==> src/rtl/cfg_pkg.sv <==
package cfg_pkg;

    localparam int DEV_W     = 5;
    localparam int FN_W      = 3;
    localparam int REG_W     = 6;
    localparam int DATA_W    = 32;
    localparam int LANES     = DATA_W / 8;
    localparam int NUM_SLOTS = 4;
    localparam int OPT_SLOT  = NUM_SLOTS - 1;

    localparam logic [15:0]       VENDOR_ID    = 16'h1D5A;
    localparam logic [15:0]       DID_BASE     = 16'hA100;
    localparam logic [7:0]        THRESH_DFLT  = 8'h40;
    localparam logic [DATA_W-1:0] CTRL_WMASK   = 32'h00FF_00FF;
    localparam logic [DATA_W-1:0] STICKY_WMASK = 32'h0000_00FF;
    localparam logic [DATA_W-1:0] LIVE_WMASK   = 32'h0000_FF00;

    typedef enum logic [1:0] {
        SEL_ID,
        SEL_CTRL,
        SEL_STAT,
        SEL_RSVD
    } reg_sel_e;

    typedef struct packed {
        logic              wr;
        logic [DEV_W-1:0]  dev;
        logic [FN_W-1:0]   fn;
        logic [REG_W-1:0]  idx;
        logic [LANES-1:0]  be;
        logic [DATA_W-1:0] wdata;
    } cfg_req_t;

    function automatic logic [DEV_W-1:0] slot_dev(input int s);
        return (s < 2) ? DEV_W'(0) : DEV_W'(1);
    endfunction

    function automatic logic [FN_W-1:0] slot_fn(input int s);
        case (s)
            1:       return FN_W'(1);
            3:       return FN_W'(2);
            default: return FN_W'(0);
        endcase
    endfunction

    function automatic logic [15:0] slot_did(input int s);
        return DID_BASE | (16'(slot_dev(s)) << 4) | 16'(slot_fn(s));
    endfunction

    // Update only the enabled byte lanes that are also writable.
    function automatic logic [DATA_W-1:0] lane_merge(
        input logic [DATA_W-1:0] cur,
        input logic [DATA_W-1:0] wd,
        input logic [LANES-1:0]  be,
        input logic [DATA_W-1:0] wmask
    );
        logic [DATA_W-1:0] m;
        for (int k = 0; k < LANES; k++) m[8*k +: 8] = {8{be[k]}};
        m = m & wmask;
        return (cur & ~m) | (wd & m);
    endfunction

endpackage

==> src/rtl/cfg_decode.sv <==
module cfg_decode
    import cfg_pkg::*;
(
    input  logic [DEV_W-1:0]     dev,
    input  logic [FN_W-1:0]      fn,
    input  logic [REG_W-1:0]     idx,
    input  logic                 opt_present,
    output logic [NUM_SLOTS-1:0] slot_hit,
    output reg_sel_e             sel
);

    always_comb begin
        for (int s = 0; s < NUM_SLOTS; s++) begin
            slot_hit[s] = (dev == slot_dev(s)) && (fn == slot_fn(s))
                          && ((s != OPT_SLOT) || opt_present);
        end
        case (idx)
            REG_W'(0): sel = SEL_ID;
            REG_W'(1): sel = SEL_CTRL;
            REG_W'(2): sel = SEL_STAT;
            default:   sel = SEL_RSVD;
        endcase
    end


    always_comb begin
        slot_onehot_chk: assert ($onehot0(slot_hit));
    end

endmodule

==> src/rtl/cfg_func_regs.sv <==
module cfg_func_regs
    import cfg_pkg::*;
#(
    parameter logic [15:0] DEV_ID = 16'hA100
) (
    input  logic              clk,
    input  logic              rst_hard,
    input  logic              rst_pwrgood,
    input  logic              wr_en,
    input  reg_sel_e          sel,
    input  logic [LANES-1:0]  be,
    input  logic [DATA_W-1:0] wdata,
    input  logic [7:0]        strap_mode,
    output logic [DATA_W-1:0] rd_word
);

    logic [DATA_W-1:0] ctrl_q, stky_q, live_q;
    logic              wr_ctrl, wr_stat, rst_any;

    assign rst_any = rst_hard || rst_pwrgood;
    assign wr_ctrl = wr_en && (sel == SEL_CTRL);
    assign wr_stat = wr_en && (sel == SEL_STAT);

    // ordinary fields: either reset
    always_ff @(posedge clk) begin
        if (rst_any) begin
            ctrl_q <= {8'h00, THRESH_DFLT, 8'h00, strap_mode};
            live_q <= '0;
        end else begin
            if (wr_ctrl) ctrl_q <= lane_merge(ctrl_q, wdata, be, CTRL_WMASK);
            if (wr_stat) live_q <= lane_merge(live_q, wdata, be, LIVE_WMASK);
        end
    end

    // sticky field: power-good reset only
    always_ff @(posedge clk) begin
        if (rst_pwrgood)
            stky_q <= '0;
        else if (wr_stat && !rst_hard)
            stky_q <= lane_merge(stky_q, wdata, be, STICKY_WMASK);
    end

    always_comb begin
        case (sel)
            SEL_ID:   rd_word = {DEV_ID, VENDOR_ID};
            SEL_CTRL: rd_word = ctrl_q;
            SEL_STAT: rd_word = stky_q | live_q;
            default:  rd_word = '0;
        endcase
    end


    sticky_hold_chk: assert property (@(posedge clk) disable iff (rst_pwrgood)
        rst_hard |=> $stable(stky_q));


    sticky_clear_chk: assert property (@(posedge clk)
        rst_pwrgood |=> (stky_q == '0));


    ctrl_hold_chk: assert property (@(posedge clk) disable iff (rst_any)
        !wr_ctrl |=> $stable(ctrl_q));

endmodule

==> src/rtl/cfg_space_responder.sv <==
module cfg_space_responder
    import cfg_pkg::*;
#(
    parameter bit OPT_SLOT_EN = 1'b1
) (
    input  logic              clk,
    input  logic              rst_hard,
    input  logic              rst_pwrgood,
    input  logic [7:0]        strap_mode,
    input  logic              strap_opt_en,
    input  logic              req_valid,
    input  logic              req_write,
    input  logic [DEV_W-1:0]  req_dev,
    input  logic [FN_W-1:0]   req_fn,
    input  logic [REG_W-1:0]  req_reg,
    input  logic [LANES-1:0]  req_be,
    input  logic [DATA_W-1:0] req_wdata,
    output logic              ack,
    output logic [DATA_W-1:0] rdata
);

    cfg_req_t             req;
    logic [NUM_SLOTS-1:0] slot_hit;
    reg_sel_e             sel;
    logic [DATA_W-1:0]    slot_rd [NUM_SLOTS];
    logic [DATA_W-1:0]    rd_mux;
    logic                 rst_any, acc_ok, any_hit, opt_present;

    assign req = '{wr: req_write, dev: req_dev, fn: req_fn, idx: req_reg,
                   be: req_be, wdata: req_wdata};

    assign rst_any     = rst_hard || rst_pwrgood;
    assign acc_ok      = req_valid && !rst_any;
    assign opt_present = OPT_SLOT_EN && strap_opt_en;
    assign any_hit     = |slot_hit;

    cfg_decode u_decode (
        .dev         (req.dev),
        .fn          (req.fn),
        .idx         (req.idx),
        .opt_present (opt_present),
        .slot_hit    (slot_hit),
        .sel         (sel)
    );

    for (genvar s = 0; s < NUM_SLOTS; s++) begin : g_slot
        cfg_func_regs #(.DEV_ID(slot_did(s))) u_regs (
            .clk         (clk),
            .rst_hard    (rst_hard),
            .rst_pwrgood (rst_pwrgood),
            .wr_en       (acc_ok && req.wr && slot_hit[s]),
            .sel         (sel),
            .be          (req.be),
            .wdata       (req.wdata),
            .strap_mode  (strap_mode),
            .rd_word     (slot_rd[s])
        );
    end

    always_comb begin
        rd_mux = '0;
        for (int s = 0; s < NUM_SLOTS; s++) begin
            if (slot_hit[s]) rd_mux = rd_mux | slot_rd[s];
        end
        if (!any_hit && (sel == SEL_ID)) rd_mux = '1;
    end

    always_ff @(posedge clk) begin
        if (rst_any) begin
            ack   <= 1'b0;
            rdata <= '0;
        end else begin
            ack   <= req_valid;
            rdata <= req_valid ? rd_mux : '0;
        end
    end


    ack_follow_chk: assert property (@(posedge clk) disable iff (rst_any)
        req_valid |=> ack);


    ack_idle_chk: assert property (@(posedge clk) disable iff (rst_any)
        !req_valid |=> !ack);


    rsvd_read_chk: assert property (@(posedge clk) disable iff (rst_any)
        (ack && $past(req_valid && any_hit && sel == SEL_RSVD)) |-> (rdata == '0));


    empty_id_chk: assert property (@(posedge clk) disable iff (rst_any)
        (ack && $past(req_valid && !any_hit && req_reg == '0)) |-> (rdata == '1));

endmodule

==> config.mk <==
export PLATFORM = sky130hd
export DESIGN_NAME = cfg_space_responder
export DESIGN_NICKNAME = d
export VERILOG_FILES = /design/src/rtl/cfg_pkg.sv /design/src/rtl/cfg_decode.sv /design/src/rtl/cfg_func_regs.sv /design/src/rtl/cfg_space_responder.sv
export SDC_FILE = /design/constraint.sdc
export NUM_CORES = 1
export LEC_CHECK = 0
export BUFFER_PORTS_ARGS = -buffer_cell sky130_fd_sc_hd__buf_2
export CAP_MARGIN = 20
export CORE_MARGIN = 2
export CORE_UTILIZATION = 45
export CTS_CLUSTER_SIZE = 14
export DETAILED_ROUTE_END_ITERATION = 10
export PLACE_DENSITY = 0.7
export SLEW_MARGIN = 20
export SYNTH_ARGS = -nofsm -noshare
export SYNTH_HDL_FRONTEND = slang
export SYNTH_HIERARCHICAL = 1
export SYNTH_SLANG_ARGS = --single-unit
export TNS_END_PERCENT = 10
==> constraint.sdc <==
create_clock -name clk -period 6.2 [get_ports clk]
set_input_delay 1.24 -clock clk [delete_from_list [all_inputs] [get_ports clk]]
set_output_delay 1.24 -clock clk [all_outputs]
set_load 0.05 [all_outputs]
* Word level (Yosys, flattened, before mapping)
Cells that the tools add are included.
** Word-level totals
- Bits in registers :: 417
- Input bits :: 64
- Output and inout port bits :: 33
- Word-level logic and storage cells :: 119
** Cells by class
- Equal/unequal tests :: 7
- Multiplexer cells :: 18
- Bitwise gates (word level) :: 38
- Reduce and logical (&&, ||, !) cells :: 38
** Operators by type and width (number)
- 32-bit bitwise OR :: 19
- 32-bit AND :: 12
- 32-bit one-hot mux with 3 select lines :: 4
- 32-bit two-way mux :: 5
- 8-bit two-way mux :: 8
- 32-bit by 16-bit AND with 32-bit output :: 1
- 32-bit by 24-bit AND with 32-bit output :: 1
- 32-bit by 8-bit AND with 32-bit output :: 1
- 16-bit NOT with 32-bit output :: 1
- 24-bit NOT with 32-bit output :: 1
- 8-bit NOT with 32-bit output :: 1
- 1-bit logical AND :: 24
- 2-bit nonzero test :: 4
- 6-bit by 1-bit equality test with 1-bit output, second input constant :: 1
- 6-bit by 2-bit equality test with 1-bit output, second input constant :: 1
- 6-bit zero test :: 1
- 2-bit one-hot mux with 3 select lines :: 1
- 5-bit by 1-bit equality test with 1-bit output, second input constant :: 1
- 5-bit zero test :: 1
- 4-bit OR reduction :: 1
- 3-bit by 1-bit equality test with 1-bit output, second input constant :: 1
- 3-bit by 2-bit equality test with 1-bit output, second input constant :: 1
- 1-bit zero test :: 3
- 3-bit zero test :: 1
- other kinds (6) :: 6

* Logic depth before layout (Yosys ltp)
- Word-level depth :: 12
- Depth in mapped cells :: 9
- Depth with buffers taken out :: 7

* By module
The synthesis kept the hierarchy.
** By module, submodules not included
- cfg_func_regs (g_slot[1].u_regs ...) :: instances 2, cells an instance 197, area each 1615.3 sq um, seq. area each 720.7 sq um
- cfg_func_regs (g_slot[3].u_regs) :: instances 1, cells an instance 199, area each 1651.6 sq um, seq. area each 720.7 sq um
- cfg_func_regs (g_slot[0].u_regs) :: instances 1, cells an instance 196, area each 1639.1 sq um, seq. area each 720.7 sq um
- cfg_space_responder :: instances 1, cells an instance 161, area each 1532.7 sq um, seq. area each 660.6 sq um
- cfg_decode :: instances 1, cells an instance 12, area each 82.6 sq um, seq. area each 0.0 sq um

* Worst setup path before layout
No wires, ideal clock.
- Kind :: input -> register
- Start :: input req_dev[1]
- End :: register with a tool-made name
- Library setup time :: 0.070 ns
- Arrival time :: 3.328 ns
- Data required time :: 6.130 ns
- Slack :: 2.802 ns
- Stages on the path :: 9
- Buffers on the path :: 3
- Cells stage by stage :: or4_4 > nor4_2 > buf_6 > clkbuf_1 > and3_1 > and4b_1 > buf_1 > nand2_1 > a21oi_1
** RTL lines
- start, declared :: RTL line cfg_space_responder.sv:13 : input logic [DEV_W-1:0] req_dev,

==> impl_metrics.env <==
export IMPL_status="completed"
export IMPL_drv_cap=0
export IMPL_worst_pin_slew_ns=1.00
export IMPL_cts_tree="built"
export IMPL_drive_above_1_share=0.150
export IMPL_place_gp_congestion=0.825
export IMPL_yosysWarnings=6
export IMPL_place_inst=1197
export IMPL_first_iter_violations=580
export IMPL_worstHoldPathType="reg -> reg"
export IMPL_wl_mm=21.6
export IMPL_antenna_found_initial=0
export IMPL_power_internal_mw=1.80
export IMPL_required_ns=6.57
export IMPL_cp_num_buf_inv=1
export IMPL_synth_avg_cell_area_um2=8.46
export IMPL_setup_tns_ns=0
export IMPL_routedWlPerCell_um=17.6
export IMPL_worst_r2r_cell_count=4
export IMPL_drc=0
export IMPL_finClkSkew_ns=0.00542
export IMPL_ys_flop_type="dfxtp_1"
export IMPL_grtUsageTotal=0.223
export IMPL_insertion_delay_ns=0.44
export IMPL_synth_seq_cells=161
export IMPL_post_cts_buffers=0
export IMPL_nFillCells=1685
export IMPL_cts_buffer_depth=2
export IMPL_instances_no_fill=1229
export IMPL_finalSetupViolCount=0
export IMPL_gr_total_overflow=0
export IMPL_root_buffer="clkbuf_16"
export IMPL_initial_core_util=0.456
export IMPL_die_width_um=138
export IMPL_hold_depth=2
export IMPL_grt_pass1_wl_mm=33.8
export IMPL_place_hpwl_mm=14.3
export IMPL_p_sw_frac=0.229
export IMPL_fin_nets=1051
export IMPL_synth_edf_count=32
export IMPL_synthToLayoutAreaGrowth_pct=11.1
export IMPL_htreeDepth=4
export IMPL_synthCells=962
export IMPL_avgViaCountPerCell=5.55
export IMPL_numCtsBuffers=17
export IMPL_grt_pass1_vias=6220
export IMPL_clk_pin_slew_ns=0.06
export IMPL_ios=97
export IMPL_max_freq_mhz=269
export IMPL_vdd_drop_max_mv=0.216
export IMPL_dr_pass1_iters=5
export IMPL_die_h_um=138
export IMPL_cts_sinks=161
export IMPL_ant_nets=0
export IMPL_seq_area_frac_synth=0.435
export IMPL_ctsResizeCount=0
export IMPL_synth_cell_types=39
export IMPL_maxSlewHeadroom=0.330
export IMPL_cp_slowest_stage_delay_ns=0.79
export IMPL_period_share=0.601
export IMPL_die_area_mm2=0.0192
export IMPL_maxSlewViolCount=0
export IMPL_p_per_area_mw_per_mm2=258
export IMPL_cp_slowest_cell="nor2b_1"
export IMPL_core_mm2=0.0178
export IMPL_async_flop_share=0
export IMPL_crit_path_start_kind="input port"
export IMPL_rsz0062_at_grt="false"
export IMPL_vias=6819
export IMPL_hold_viol=0
export IMPL_p_leak_nw=3.17
export IMPL_num_antenna_cells=0
export IMPL_crit_cells=6
export IMPL_clkPwrFrac=0.473
export IMPL_ctsHoldBuffers=0
export IMPL_path_max_fanout=42
export IMPL_syn_area_mm2=0.00814
export IMPL_crit_type="in -> reg"
export IMPL_worst_setup_path_end_kind="flop"
export IMPL_grt_max_degree=43
export IMPL_path_cells="buf_2 > nor4_1 > nand2b_2 > nor2b_1 > and4b_1 > mux2i_1"
export IMPL_crit_arrival_ns=4.09
export IMPL_pwr_share_seq=0.471
export IMPL_combPwrFrac=0.055
export IMPL_port_buffers=87
export IMPL_crit_family="simple AND/OR/NAND/NOR gates"
export IMPL_p_sw_mw=0.535
export IMPL_crit_path_start="req_reg[5]"
export IMPL_rows=49
export IMPL_finalCriticalPeriod_ns=3.72
==> power groups by stage <==
| stage | combinational, mW | sequential, mW | clock (mW) |
|---|---|---|---|
| 2_1_floorplan | 0.0791 | 1.12 | 0 |
| 3_3_place_gp | 0.124 | 1.12 | 0 |
| 3_5_place_dp | 0.127 | 1.12 | 0 |
| 4_1_cts | 0.127 | 1.10 | 1.11 |
| 5_1_grt | 0.141 | 1.10 | 1.16 |
| 6_report | 0.129 | 1.10 | 1.10 |
==> synth_stat cells, types with 6 or more instances <==
cell type | instances | area share
buf_6 | 10 | 0.014
edfxtp_1 | 32 | 0.12
and4b_1 | 12 | 0.015
a22o_1 | 16 | 0.017
nand2b_1 | 84 | 0.065
o21ai_0 | 25 | 0.015
clkbuf_1 | 44 | 0.020
nand2_1 | 194 | 0.089
nor2b_1 | 22 | 0.017
buf_2 | 19 | 0.012
and2_1 | 44 | 0.034
o21ai_1 | 7 | 0.0043
a21oi_1 | 96 | 0.059
inv_1 | 20 | 0.0092
dfxtp_1 | 129 | 0.32
nor2_1 | 6 | 0.0028
a22oi_1 | 64 | 0.059
nand4b_1 | 8 | 0.0086
a31oi_1 | 31 | 0.024
mux2i_1 | 32 | 0.039
buf_4 | 30 | 0.028
==> worst min-delay path: stages, from the launching register on <==
cell and delay (ns):
dfxtp_1 0.30, nand2_1 0.05, a21oi_1 0.05
==> logic make-up after synthesis <==
logic type	Yosys count	share of synthesized area
AND/OR/NAND/NOR	393	0.254
AO/OA/AOI/OAI	244	0.185
flip-flops	161	0.435
buffers and inverters	128	0.0850
multiplexers	32	0.0394
other	4	0.00184
==> path summary, 6_finish.rpt <==
path	end	slack, ns
setup / recovery	flop	2.48
hold / removal	flop	0.45
setup reg to reg	rdata[1]$_SDFF_PP0_	4.93
hold reg to reg	flop	0.45
==> cells in the final DEF, fill, tap and decap left out, types with 6 or more instances in the layout <==
master / instances
a21oi_1: 96
edfxtp_1: 32
nor2_1: 6
nand2_1: 194
and4b_1: 12
mux2i_1: 32
o21ai_0: 25
nand2b_1: 82
and2_1: 44
nand4b_1: 8
buf_4: 10
a22o_1: 16
dfxtp_1: 129
nor2b_1: 22
a31oi_1: 31
o21ai_1: 7
conb_1: 20
buf_2: 87
clkbuf_16: 19
a22oi_1: 64
inv_1: 20
==> routing by layer <==
metal	track usage	part of all wire	routed length [um]	up-vias
li1	-	-	-	3304
met1	0.325	0.46	9980	3207
met2	0.330	0.44	9470	274
met3	0.0440	0.079	1710	34
met4	0.0757	0.019	415	0
met5	0	0	0	-
==> through the flow <==
| stage | total power, mW | area [um^2] | worst slack (ns) | utilization | hold WS (ns) |
|---|---|---|---|---|---|
| 2_1_floorplan | 1.20 | 8200 | 2.80 | - | 0.429 |
| 3_3_place_gp | 1.25 | 8410 | 2.04 | 0.471 | 0.437 |
| 3_5_place_dp | 1.25 | 8410 | 2.03 | 0.471 | 0.442 |
| 4_1_cts | 2.34 | 9040 | 2.48 | 0.507 | 0.451 |
| 5_1_grt | 2.40 | 9040 | 2.30 | 0.507 | 0.464 |
| 6_report | 2.33 | 9040 | 2.48 | 0.507 | 0.448 |
==> final cells by class <==
type / instances / area [um^2] / share of cell area
repair buffers: 97 / 510 / 0.0565
clock buffers: 21 / 503 / 0.0557
well taps: 229 / 287 / 0.0317
multi-input cells: 689 / 3990 / 0.442
flip-flops and latches: 161 / 3540 / 0.392
inverters: 21 / 78.8 / 0.00872
clock inverters: 11 / 123 / 0.0136
Power figures use the tool's default switching activity.
